<file path="src/rtl/rtc_pkg.sv">
package rtc_pkg;
   typedef enum logic [1:0] {
      ST_IDLE = 2'b00,
      ST_UP   = 2'b01,
      ST_DOWN = 2'b10,
      ST_HOLD = 2'b11
   } trk_state_t;
endpackage

</file>
<file path="src/rtl/rtc_sync.sv">
module rtc_sync #(
   parameter int WIDTH  = 3,
   parameter int STAGES = 2
) (
   input  logic             clk,
   input  logic             rst,
   input  logic [WIDTH-1:0] async_i,
   output logic [WIDTH-1:0] sync_o
);
   generate
      if (STAGES < 2) begin : g_bad_stages
         $error("rtc_sync needs at least two stages");
      end
      for (genvar b = 0; b < WIDTH; b++) begin : g_bit
         logic [STAGES-1:0] chain_q;
         always_ff @(posedge clk) begin
            if (rst) chain_q <= '0;
            else     chain_q <= {chain_q[STAGES-2:0], async_i[b]};
         end
         assign sync_o[b] = chain_q[STAGES-1];
      end
   endgenerate
endmodule

</file>
<file path="src/rtl/rtc_fsm.sv">
module rtc_fsm
   import rtc_pkg::*;
(
   input  logic       clk,
   input  logic       rst,
   input  logic       dim_s,
   input  logic       cur_s,
   input  logic       high_s,
   output trk_state_t state_q
);
   trk_state_t state_d;

   always_comb begin
      if (!dim_s)       state_d = ST_HOLD;
      else if (!cur_s)  state_d = ST_IDLE;
      else if (high_s)  state_d = ST_DOWN;
      else              state_d = ST_UP;
   end

   always_ff @(posedge clk) begin
      if (rst) state_q <= ST_IDLE;
      else     state_q <= state_d;
   end

   AST_DIM_OFF_HOLD: assert property (@(posedge clk) disable iff (rst)
      (!dim_s) |=> (state_q == ST_HOLD));
   AST_NO_CUR_IDLE: assert property (@(posedge clk) disable iff (rst)
      (dim_s && !cur_s) |=> (state_q == ST_IDLE));
endmodule

</file>
<file path="src/rtl/rtc_code.sv">
module rtc_code
   import rtc_pkg::*;
#(
   parameter int CODE_W     = 4,
   parameter int RESET_CODE = 8
) (
   input  logic              clk,
   input  logic              rst,
   input  logic              tick_i,
   input  trk_state_t        state_i,
   output logic [CODE_W-1:0] code_q
);
   localparam logic [CODE_W-1:0] CODE_MAX = {CODE_W{1'b1}};
   localparam logic [CODE_W-1:0] CODE_MIN = '0;
   localparam logic [CODE_W-1:0] CODE_RST = RESET_CODE[CODE_W-1:0];

   generate
      if (CODE_W < 1) begin : g_bad_width
         $error("rtc_code width must be positive");
      end
      if (RESET_CODE < 0 || RESET_CODE > (2**CODE_W - 1)) begin : g_bad_reset
         $error("rtc_code reset value out of range");
      end
   endgenerate

   always_ff @(posedge clk) begin
      if (rst) begin
         code_q <= CODE_RST;
      end else if (tick_i) begin
         case (state_i)
            ST_UP:   if (code_q != CODE_MAX) code_q <= code_q + 1'b1;
            ST_DOWN: if (code_q != CODE_MIN) code_q <= code_q - 1'b1;
            default: code_q <= code_q;
         endcase
      end
   end

   AST_NO_TICK_STABLE: assert property (@(posedge clk) disable iff (rst)
      (!tick_i) |=> $stable(code_q));
   AST_STEP_UP: assert property (@(posedge clk) disable iff (rst)
      (tick_i && state_i == ST_UP && code_q != CODE_MAX) |=> (code_q == $past(code_q) + 1'b1));
   AST_STEP_DOWN: assert property (@(posedge clk) disable iff (rst)
      (tick_i && state_i == ST_DOWN && code_q != CODE_MIN) |=> (code_q == $past(code_q) - 1'b1));
   AST_NO_OVERFLOW: assert property (@(posedge clk) disable iff (rst)
      (state_i == ST_UP && code_q == CODE_MAX) |=> (code_q == CODE_MAX));
   AST_NO_UNDERFLOW: assert property (@(posedge clk) disable iff (rst)
      (state_i == ST_DOWN && code_q == CODE_MIN) |=> (code_q == CODE_MIN));
   AST_PASSIVE_HOLD: assert property (@(posedge clk) disable iff (rst)
      (state_i == ST_IDLE || state_i == ST_HOLD) |=> $stable(code_q));
endmodule

</file>
<file path="src/rtl/ref_track_ctrl.sv">
module ref_track_ctrl
   import rtc_pkg::*;
#(
   parameter int CODE_W      = 4,
   parameter int RESET_CODE  = 8,
   parameter int SYNC_STAGES = 2
) (
   input  logic              clk,
   input  logic              rst,
   input  logic              dim_en_i,
   input  logic              cur_ok_i,
   input  logic              ref_high_i,
   input  logic              tick_i,
   output logic [CODE_W-1:0] code_o,
   output logic [1:0]        state_o
);
   localparam int NUM_CTRL = 3;

   logic [NUM_CTRL-1:0] ctrl_s;
   trk_state_t          state_q;

   rtc_sync #(.WIDTH(NUM_CTRL), .STAGES(SYNC_STAGES)) u_sync (
      .clk     (clk),
      .rst     (rst),
      .async_i ({dim_en_i, cur_ok_i, ref_high_i}),
      .sync_o  (ctrl_s)
   );

   rtc_fsm u_fsm (
      .clk     (clk),
      .rst     (rst),
      .dim_s   (ctrl_s[2]),
      .cur_s   (ctrl_s[1]),
      .high_s  (ctrl_s[0]),
      .state_q (state_q)
   );

   rtc_code #(.CODE_W(CODE_W), .RESET_CODE(RESET_CODE)) u_code (
      .clk     (clk),
      .rst     (rst),
      .tick_i  (tick_i),
      .state_i (state_q),
      .code_q  (code_o)
   );

   assign state_o = state_q;

   AST_RESET_VALUE: assert property (@(posedge clk)
      rst |=> (code_o == RESET_CODE[CODE_W-1:0] && state_o == 2'b00));
endmodule

</file>
<file path="config.mk">
export PLATFORM = sky130hd
export DESIGN_NAME = ref_track_ctrl
export DESIGN_NICKNAME = d
export VERILOG_FILES = /design/src/rtl/rtc_pkg.sv /design/src/rtl/rtc_sync.sv /design/src/rtl/rtc_fsm.sv /design/src/rtl/rtc_code.sv /design/src/rtl/ref_track_ctrl.sv
export SDC_FILE = /design/constraint.sdc
export NUM_CORES = 1
export LEC_CHECK = 0
export ABC_AREA = 1
export CORE_MARGIN = 2
export CORE_UTILIZATION = 46
export CTS_BUF_LIST = sky130_fd_sc_hd__clkbuf_8
export DETAILED_ROUTE_END_ITERATION = 8
export PLACE_DENSITY = 0.75
export SLEW_MARGIN = 20
export SYNTH_ARGS = -nofsm -noshare
export SYNTH_HDL_FRONTEND = slang
export SYNTH_SLANG_ARGS = --single-unit
</file>
<file path="constraint.sdc">
create_clock -name clk -period 1.2 [get_ports clk]
set_input_delay 0.12 -clock clk [delete_from_list [all_inputs] [get_ports clk]]
set_output_delay 0.12 -clock clk [all_outputs]
set_load 0.01 [all_outputs]
</file>
[Yosys cells after proc, flatten, opt, wreduce, memory -nomap -nowiden]
Cells that the tools add are included.
Storage, ports and cells
  register bits after elaboration: 12
  logic and storage cells: 21
Operators by class
  add/sub/neg operators: 2
  equality and inequality tests: 5
  mux-type cells: 6
  reductions and logical operators: 3
Operator list (number)
  2-to-1 mux 4 bit: 2
  case mux 4 bit (2 select lines): 1
  2-to-1 mux 2 bit: 3
  adder 4 x 1 -> 4 bit, second input constant: 1
  != test 2 x 1 -> 1 bit, second input constant: 2
  != test 4 bit, second input constant: 1
  AND reduction 4 bit: 1
  nonzero test 4 bit: 1
  subtractor 4 x 1 -> 4 bit, second input constant: 1
  == test 2 x 1 -> 1 bit, second input constant: 1
  == test 2 bit, second input constant: 1
  nonzero test 2 bit: 1

[Logic depth before layout (Yosys ltp)]
Gate-level depths: netlist of run 1.
  depth after elaboration: 3
  depth in mapped cells: 10
  depth with buffers taken out: 10

[Hierarchy]
From an unflattened synthesis of run 1, not the netlist that was laid out.
Second synthesis, totals
  cell total of the unflattened synthesis: 89
  area, all modules: 590.6 µm²
By module, submodules not included
  rtc_code: times used 1, cells each 61, area each 337.8 µm², seq. area each 80.1 µm²
  rtc_sync: times used 1, cells each 21, area each 187.7 µm², seq. area each 120.1 µm²
  rtc_fsm: times used 1, cells each 7, area each 65.1 µm², seq. area each 40.0 µm²

[Worst setup path before layout of run 1]
Ideal clock, no wire load.
  path type: flip-flop to flip-flop
  from: register u_fsm.state_q[0]
  to: register u_code.code_q[2]
  library setup time: 0.113 ns
  arrival: 1.341 ns
  data required time: 1.087 ns
  setup slack: -0.254 ns
  stages on the path, launching flop included: 10
  buffers on the path: 0
  period minus slack after synthesis: 1.454 ns
  cell sequence: dfxtp_1 inv_1 ha_1 nor2_1 nor2_2 ha_1 a21oi_1 xnor2_1 nor2_1 nor2_1
On the way
  cells in the longest elaborated chain, start to end: 3
RTL lines
  start, declared: line rtc_fsm.sv:9  | output trk_state_t state_q
  start signal, assigned: line rtc_fsm.sv:22  | else state_q <= state_d;
  == test 2 bit / == test 2 x 1 -> 1 bit (equally long branches): line rtc_code.sv:30  | case (state_i)
  != test 2 x 1 -> 1 bit (no line) / nonzero test 2 bit (equally long branches)
  AND reduction 4 bit (no line)
  end signal, assigned: line rtc_code.sv:31  | ST_UP: if (code_q != CODE_MAX) code_q <= code_q + 1'b1;
  end signal, assigned: line rtc_code.sv:32  | ST_DOWN: if (code_q != CODE_MIN) code_q <= code_q - 1'b1;
  end signal, assigned: line rtc_code.sv:33  | default: code_q <= code_q;
  end, declared: line rtc_code.sv:11  | output logic [CODE_W-1:0] code_q
Parallel ways exist; a longest one is shown, timed or not.
A chain may end at the register's enable or synchronous reset.

[Worst setup path after layout of run 1]
Ends and elaborated chain as after synthesis.

==> flow_summary.yaml, run 1 <==
synthesis:
  syn-cell-area_um2: 601.8
  synth_top_cell_by_area: "dfxtp_1"
  netlist.area_leader.share_pct: 39.92
  synth_area_per_cell_um2: 6.918
  syn_nets: 97
  yosys_warnings: 0
  yosysUniqueCellTypes: 16
  ys_seq_area_share_pct: 39.92
  ys_ff_latch: 12
  syn-instance-count: 87
  synth_area_leaders: "dfxtp_1, inv_1, nor2_1"
critical_path:
  cp-end-kind: "register"
  slowest_stage: "dfxtp_2"
  worstRegToRegCells: 9
  critPathArrivalTime_ps: 1490
  critical_path.max_stage_delay_ps: 340
  r2r_start: "u_fsm.state_q[0]$_SDFF_PP0_"
  reg2reg_to: "u_code.code_q[2]$_SDFFE_PP0P_"
  path_cells: "inv_4, ha_4, nor2_4, nor2_4, ha_4, a21oi_2, xnor2_1, nor2_1, nor2_1"
  r2r_slack_ps: -160
  crit_fanout: 3
  cp.required_ps: 1330
  cp_top_family: "simple AND/OR/NAND/NOR gates"
  crit_path_start_kind: "register"
  critical_path_class: "register to register"
  path_buf_inv: 1
power:
  p_per_area_nw_per_um2: 1223
  peakVddDrop_mv: 1.060
  p_leak_nw: 0.4384
place:
  place_congestion: 0.7917
  port_buffers: 11
  hpwl_um: 867.4
  placed_cell_area_um2: 795.8
clocking:
  clk_pin_slew_ps: 50
  cts_tree: "yes"
  htree_num_levels: 1
  cts.path.max_buffers: 2
  clk_latency_ps: 230
  root_buffer: "clkbuf_8"
  cts.sinks: 12
  numCtsBuffers: 3
global_routing:
  global_route.overflow_total: 0
  grt_first_pass_wirelength_um: 1738
  grt_pass1_vias: 501
  antenna_found_initial: 0
  grt_max_degree: 9
  grtUsageTotal_pct: 16.34
timing:
  clock_skew_ps: 0.6381
  period_share_pct: 113.5
  rsz0062_at_grt: "true"
  setup_ws_ps: -161.9
  relSlewSlack_pct: 80.38
  fmax_mhz: 734.3
  min_period_ps: 1362
  maxSlewViolCount: 0
  finalSetupViolations: 4
  finalHoldViolations: 0
  worstMarginPinSlew_ps: 291.3
final_layout:
  antenna_cells: 0
  multiInputGateArea_um2: 392.9
  final-seq-area_um2: 250.2
  drive_gt1_share_pct: 34.86
  final_util_pct: 76.62
  syn_to_final_growth_pct: 59.46
  fill_cells: 92
  final_area_um2: 959.7
  layout.nets: 120
die:
  dieArea_um2: 1614
  start_util_pct: 48.05
  fp-row-count: 13
  ios: 12
  die_w_um: 40.17
  core_area_um2: 1252
  die_y_um: 40.17
drt:
  drt_iter0_drc: 15
  num_vias: 586
  finalWirelength_um: 1218
  vias_per_cell: 4.726
  routedWlPerCell_um: 9.823
  ant_nets: 0
  drt-pass1-iter-count: 4
  drc_errors: 0
hold_path:
  hold_class: "register to register"
  holdCritStartpoint: "u_sync.g_bit[1].chain_q[0]$_SDFF_PP0_"
  worstHoldEndpoint: "u_sync.g_bit[1].chain_q[1]$_SDFF_PP0_"
  min_path_cells: 2
job:
  max_cap_viol_count: 0
outcome:
  violations: "negative setup slack"
  status: "complete, but fails checks"
-- metal layers --
| metal | vias up | global-route usage, % | wire (µm) |
|---|---|---|---|
| met3 | 2 | 3.333 | 44 |
| li1 | 302 | - | - |
| met1 | 266 | 15.49 | 557 |
| met2 | 16 | 32.66 | 610 |
| met5 | - | 0 | 0 |
| met4 | 0 | 7.500 | 5 |
-- state kept, by name (all words and copies together), names as in the netlist --
name                  cells
u_code.code_q             4
u_sync.g_bit.chain_q      6
u_fsm.state_q             2
-- layout make-up --
type / instances / share of cell area [%]
sequential: 12 / 26.08
timing repair buffer: 19 / 17.34
tap: 15 / 1.956
clock buffer: 4 / 5.737
multi-input combinational: 55 / 40.94
inverter: 19 / 7.953
-- metrics by stage --
step / worst slack, ps / power [mW] / hold slack [ps] / cells / TNS (ps)
3_5_place_dp: -171.6 / 0.7039 / 395.9 / 118 / -406.5
4_1_cts: -154.5 / 1.124 / 403.2 / 123 / -429.2
6_report: -161.9 / 1.174 / 401.8 / 124 / -379.6
3_3_place_gp: -131.0 / 0.6972 / 389.6 / 118 / -380.4
5_1_grt: -228.8 / 1.243 / 408.7 / 124 / -744.6
2_1_floorplan: -107.4 / 0.6014 / 227.0 / 87 / -257.1
-- placed cells by master (no fill, tap or decap), types with 4 or more instances in the layout --
cell             count
buf_4                7
clkbuf_8             4
nand3_1              4
nor2_4               4
dfxtp_1              6
inv_1               15
dfxtp_2              5
dlygate4sd2_1        6
nand2_1             15
ha_4                 4
nor2_1              13
clkdlybuf4s50_1      5
-- what timing repair did --
action,in CTS,in global routing
pin swaps,1,14
setup endpoints to repair,10,4
hold buffers,0,0
resized for setup,11,21
setup buffers,1,1
-- worst register-to-register path, delay by kind of cell (launching register included) --
kind	cells	cell delay, ps
and+or+nand+nor	4	350
DFF	1	340
adders and majority gates	2	320
AOI/OAI and AO/OA	1	120
xor gates and xnor gates	1	90
buffers and inverters	1	50
-- synth_stat cells, drive strengths merged --
cell and count:
clkbuf 1, nor2 19, a21oi 4, ha 4, dfxtp 12, inv 19, nand3 5, o21ai 2
nand2 17, xnor2 2, o21bai 1, nor3 1
-- worst max path at each step --
stage                                           start  slack [ps]  cells after the start                       endpoint
after floorplan           u_fsm.state_q[0]$_SDFF_PP0_        -110                      9  u_code.code_q[2]$_SDFFE_PP0P_
after global placement    u_fsm.state_q[0]$_SDFF_PP0_        -130                     10  u_code.code_q[2]$_SDFFE_PP0P_
after detailed placement  u_fsm.state_q[0]$_SDFF_PP0_        -170                     10  u_code.code_q[2]$_SDFFE_PP0P_
after CTS                 u_fsm.state_q[0]$_SDFF_PP0_        -150                      9  u_code.code_q[2]$_SDFFE_PP0P_
after global routing      u_fsm.state_q[0]$_SDFF_PP0_        -230                      9  u_code.code_q[2]$_SDFFE_PP0P_
final                     u_fsm.state_q[0]$_SDFF_PP0_        -160                      9  u_code.code_q[2]$_SDFFE_PP0P_
-- logic make-up after synthesis --
group | after synthesis | synth area share [%]
xor+xnor | 2 | 2.911
fa+ha+maj | 4 | 8.316
compound gates | 7 | 6.861
buf+inv | 20 | 12.47
flops | 12 | 39.92
simple gates | 42 | 29.52
-- power by group --
part / internal, mW / switching (mW) / leakage [nW]
combinational: 0.142 / 0.134 / 0.309
sequential: 0.431 / 0.0416 / 0.101
clock: 0.289 / 0.136 / 0.0288
(Power assumes the default switching activity.)
==> run 2: changes to the inputs <==
--- a/config.mk
+++ b/config.mk
@@ -6,6 +6,7 @@
 export NUM_CORES = 1
 export LEC_CHECK = 0
 export ABC_AREA = 1
+export CAP_MARGIN = 20
 export CORE_MARGIN = 2
 export CORE_UTILIZATION = 46
 export CTS_BUF_LIST = sky130_fd_sc_hd__clkbuf_8
==> results of run 2 <==
No change in the layout: final DEF, timing and power equal those of run 1.
==> run 3: changes to the inputs <==
--- a/config.mk
+++ b/config.mk
@@ -7,7 +7,7 @@
 export LEC_CHECK = 0
 export ABC_AREA = 1
 export CAP_MARGIN = 20
-export CORE_MARGIN = 2
+export CORE_MARGIN = 1.5
 export CORE_UTILIZATION = 46
 export CTS_BUF_LIST = sky130_fd_sc_hd__clkbuf_8
 export DETAILED_ROUTE_END_ITERATION = 8
==> flow_summary.yaml, run 3 (synthesized netlist as in run 1, its figures left out) <==
clocking:
  numCtsBuffers: 3
  cts_tree: "yes"
  root_buffer: "clkbuf_8"
  postCtsSetupBuffers: 0
  htree_num_levels: 1
  clk_latency_ps: 250
  clk_pin_slew_ps: 50
  cts.path.max_buffers: 2
  hold_buffers: 0
  cts.sinks: 12
timing:
  finalHoldViolations: 0
  clock_skew_ps: 6.165
  maxSlewViolCount: 0
  fmax_mhz: 731.7
  worstMarginPinSlew_ps: 209.4
  finalSetupViolations: 4
  setup_ws_ps: -166.6
  period_share_pct: 113.9
  rsz0062_at_grt: "true"
  final.setup.tns_ps: -337.0
  min_period_ps: 1367
  relSlewSlack_pct: 85.93
global_routing:
  grtUsageTotal_pct: 18.49
  global_route.overflow_total: 0
  antenna_found_initial: 0
  grt_first_pass_wirelength_um: 1814
  grt_max_degree: 8
  grt_pass1_vias: 492
die:
  start_util_pct: 52.06
  die_w_um: 39.17
  dieArea_um2: 1534
  fp-row-count: 12
  core_area_um2: 1156
  ios: 12
  die_y_um: 39.17
critical_path:
  critical_path_class: "register to register"
  crit_path_start_kind: "register"
  r2r_start: "u_fsm.state_q[0]$_SDFF_PP0_"
  crit_fanout: 4
  cp-end-kind: "register"
  worstRegToRegCells: 9
  critPathArrivalTime_ps: 1540
  r2r_slack_ps: -170
  cp.required_ps: 1370
  reg2reg_to: "u_code.code_q[2]$_SDFFE_PP0P_"
final_layout:
  largest_register_ffs: 6
  regMostFlops: "u_sync.g_bit.chain_q"
  layout.nets: 117
  instances_no_fill: 120
  reg.largest.list: "u_sync.g_bit.chain_q (6), u_code.code_q (4), u_fsm.state_q (2)"
  antenna_cells: 0
  mostFrequentLayoutCell: "inv_1"
  fill_cells: 82
  final_cell_mix: "inv_1, nand2_1, nor2_1"
  drive_gt1_share_pct: 29.25
  final_util_pct: 77.92
  syn_to_final_growth_pct: 49.69
drt:
  drc_errors: 0
  drt-pass1-iter-count: 2
  ant_nets: 0
  vias_per_cell: 4.625
  num_vias: 555
  routedWlPerCell_um: 10.53
  finalWirelength_um: 1263
  drt_iter0_drc: 8
power:
  clkPwrFrac_pct: 38.1
  power_frac_comb_pct: 21.6
  p_leak_nw: 0.4169
  p_per_area_nw_per_um2: 1285
  internal-power_uw: 842.9
  p_seq_share_pct: 40.3
  p_sw_uw: 314.4
  switching_share_pct: 27.17
  peakVddDrop_mv: 0.8883
hold_path:
  min_path_cells: 3
  hold_class: "input port to register"
  worstHoldEndpoint: "u_sync.g_bit[0].chain_q[0]$_SDFF_PP0_"
  holdCritStartpoint: "ref_high_i"
outcome:
  status: "complete, but fails checks"
  violations: "negative setup slack"
place:
  dpl.cell_count: 116
  hpwl_um: 869.8
  dp_worst_setup_slack_ps: -140.7
  place_congestion: 0.8079
  port_buffers: 11
job:
  max_cap_viol_count: 0
==> run 3: power by group through the flow <==
stage               logic [mW]  registers (mW)  clock network (mW)
floorplan                0.127           0.474                   0
detailed placement       0.229           0.468                   0
finish                   0.249           0.467               0.441
CTS                      0.221           0.462               0.440
global route             0.275           0.470               0.468
global placement         0.224           0.467                   0
==> run 3: metal layers <==
metal | wire length [µm] | GRT usage (%) | up-vias
met1 | 591 | 20.77 | 242
met2 | 589 | 29.58 | 15
met4 | 24 | 12.93 | 0
li1 | - | - | 294
met3 | 57 | 5.202 | 4
met5 | 0 | 0 | -
==> run 3: worst max-delay path by stage <==
stage	cells after the start	end	from	slack, ps
after detailed placement	10	u_code.code_q[2]$_SDFFE_PP0P_	u_fsm.state_q[0]$_SDFF_PP0_	-140
final	9	u_code.code_q[2]$_SDFFE_PP0P_	u_fsm.state_q[0]$_SDFF_PP0_	-170
after global placement	10	u_code.code_q[2]$_SDFFE_PP0P_	u_fsm.state_q[0]$_SDFF_PP0_	-120
after global routing	9	u_code.code_q[2]$_SDFFE_PP0P_	u_fsm.state_q[0]$_SDFF_PP0_	-260
after floorplan	9	u_code.code_q[2]$_SDFFE_PP0P_	u_fsm.state_q[0]$_SDFF_PP0_	-110
after CTS	10	u_code.code_q[2]$_SDFFE_PP0P_	u_fsm.state_q[0]$_SDFF_PP0_	-130
==> run 3: cell type report <==
class / count / area, µm² / area share (%)
Multi-Input combinational cell: 55 / 367.9 / 40.83
Sequential cell: 12 / 249.0 / 27.64
Timing Repair Buffer: 16 / 140.1 / 15.56
Inverter: 19 / 71.32 / 7.917
Clock buffer: 4 / 55.05 / 6.111
Tap cell: 14 / 17.52 / 1.944
==> run 3: repair_timing <==
action	CTS	global route
resized for setup	13	10
endpoints found under the hold margin	0	0
endpoints found under the setup margin	10	4
pin swaps	5	5
==> run 3: through the flow <==
step / power [mW] / hold slack, ps / area, µm²
after floorplan: 0.6014 / 227.0 / 625.6
after global placement: 0.6908 / 390.3 / 787.0
after detailed placement: 0.6975 / 398.4 / 787.0
after CTS: 1.123 / 389.2 / 845.8
after global routing: 1.213 / 420.9 / 900.9
final: 1.157 / 382.9 / 900.9
==> run 3: worst max-delay path, stage by stage, from the launching register on <==
cell and delay [ps]:
dfxtp_2 330, inv_2 60, ha_4 170, nor2_2 140
nor2_4 70, ha_4 150, a21oi_2 110, xnor2_1 130
nor2_1 60, nor2_1 80
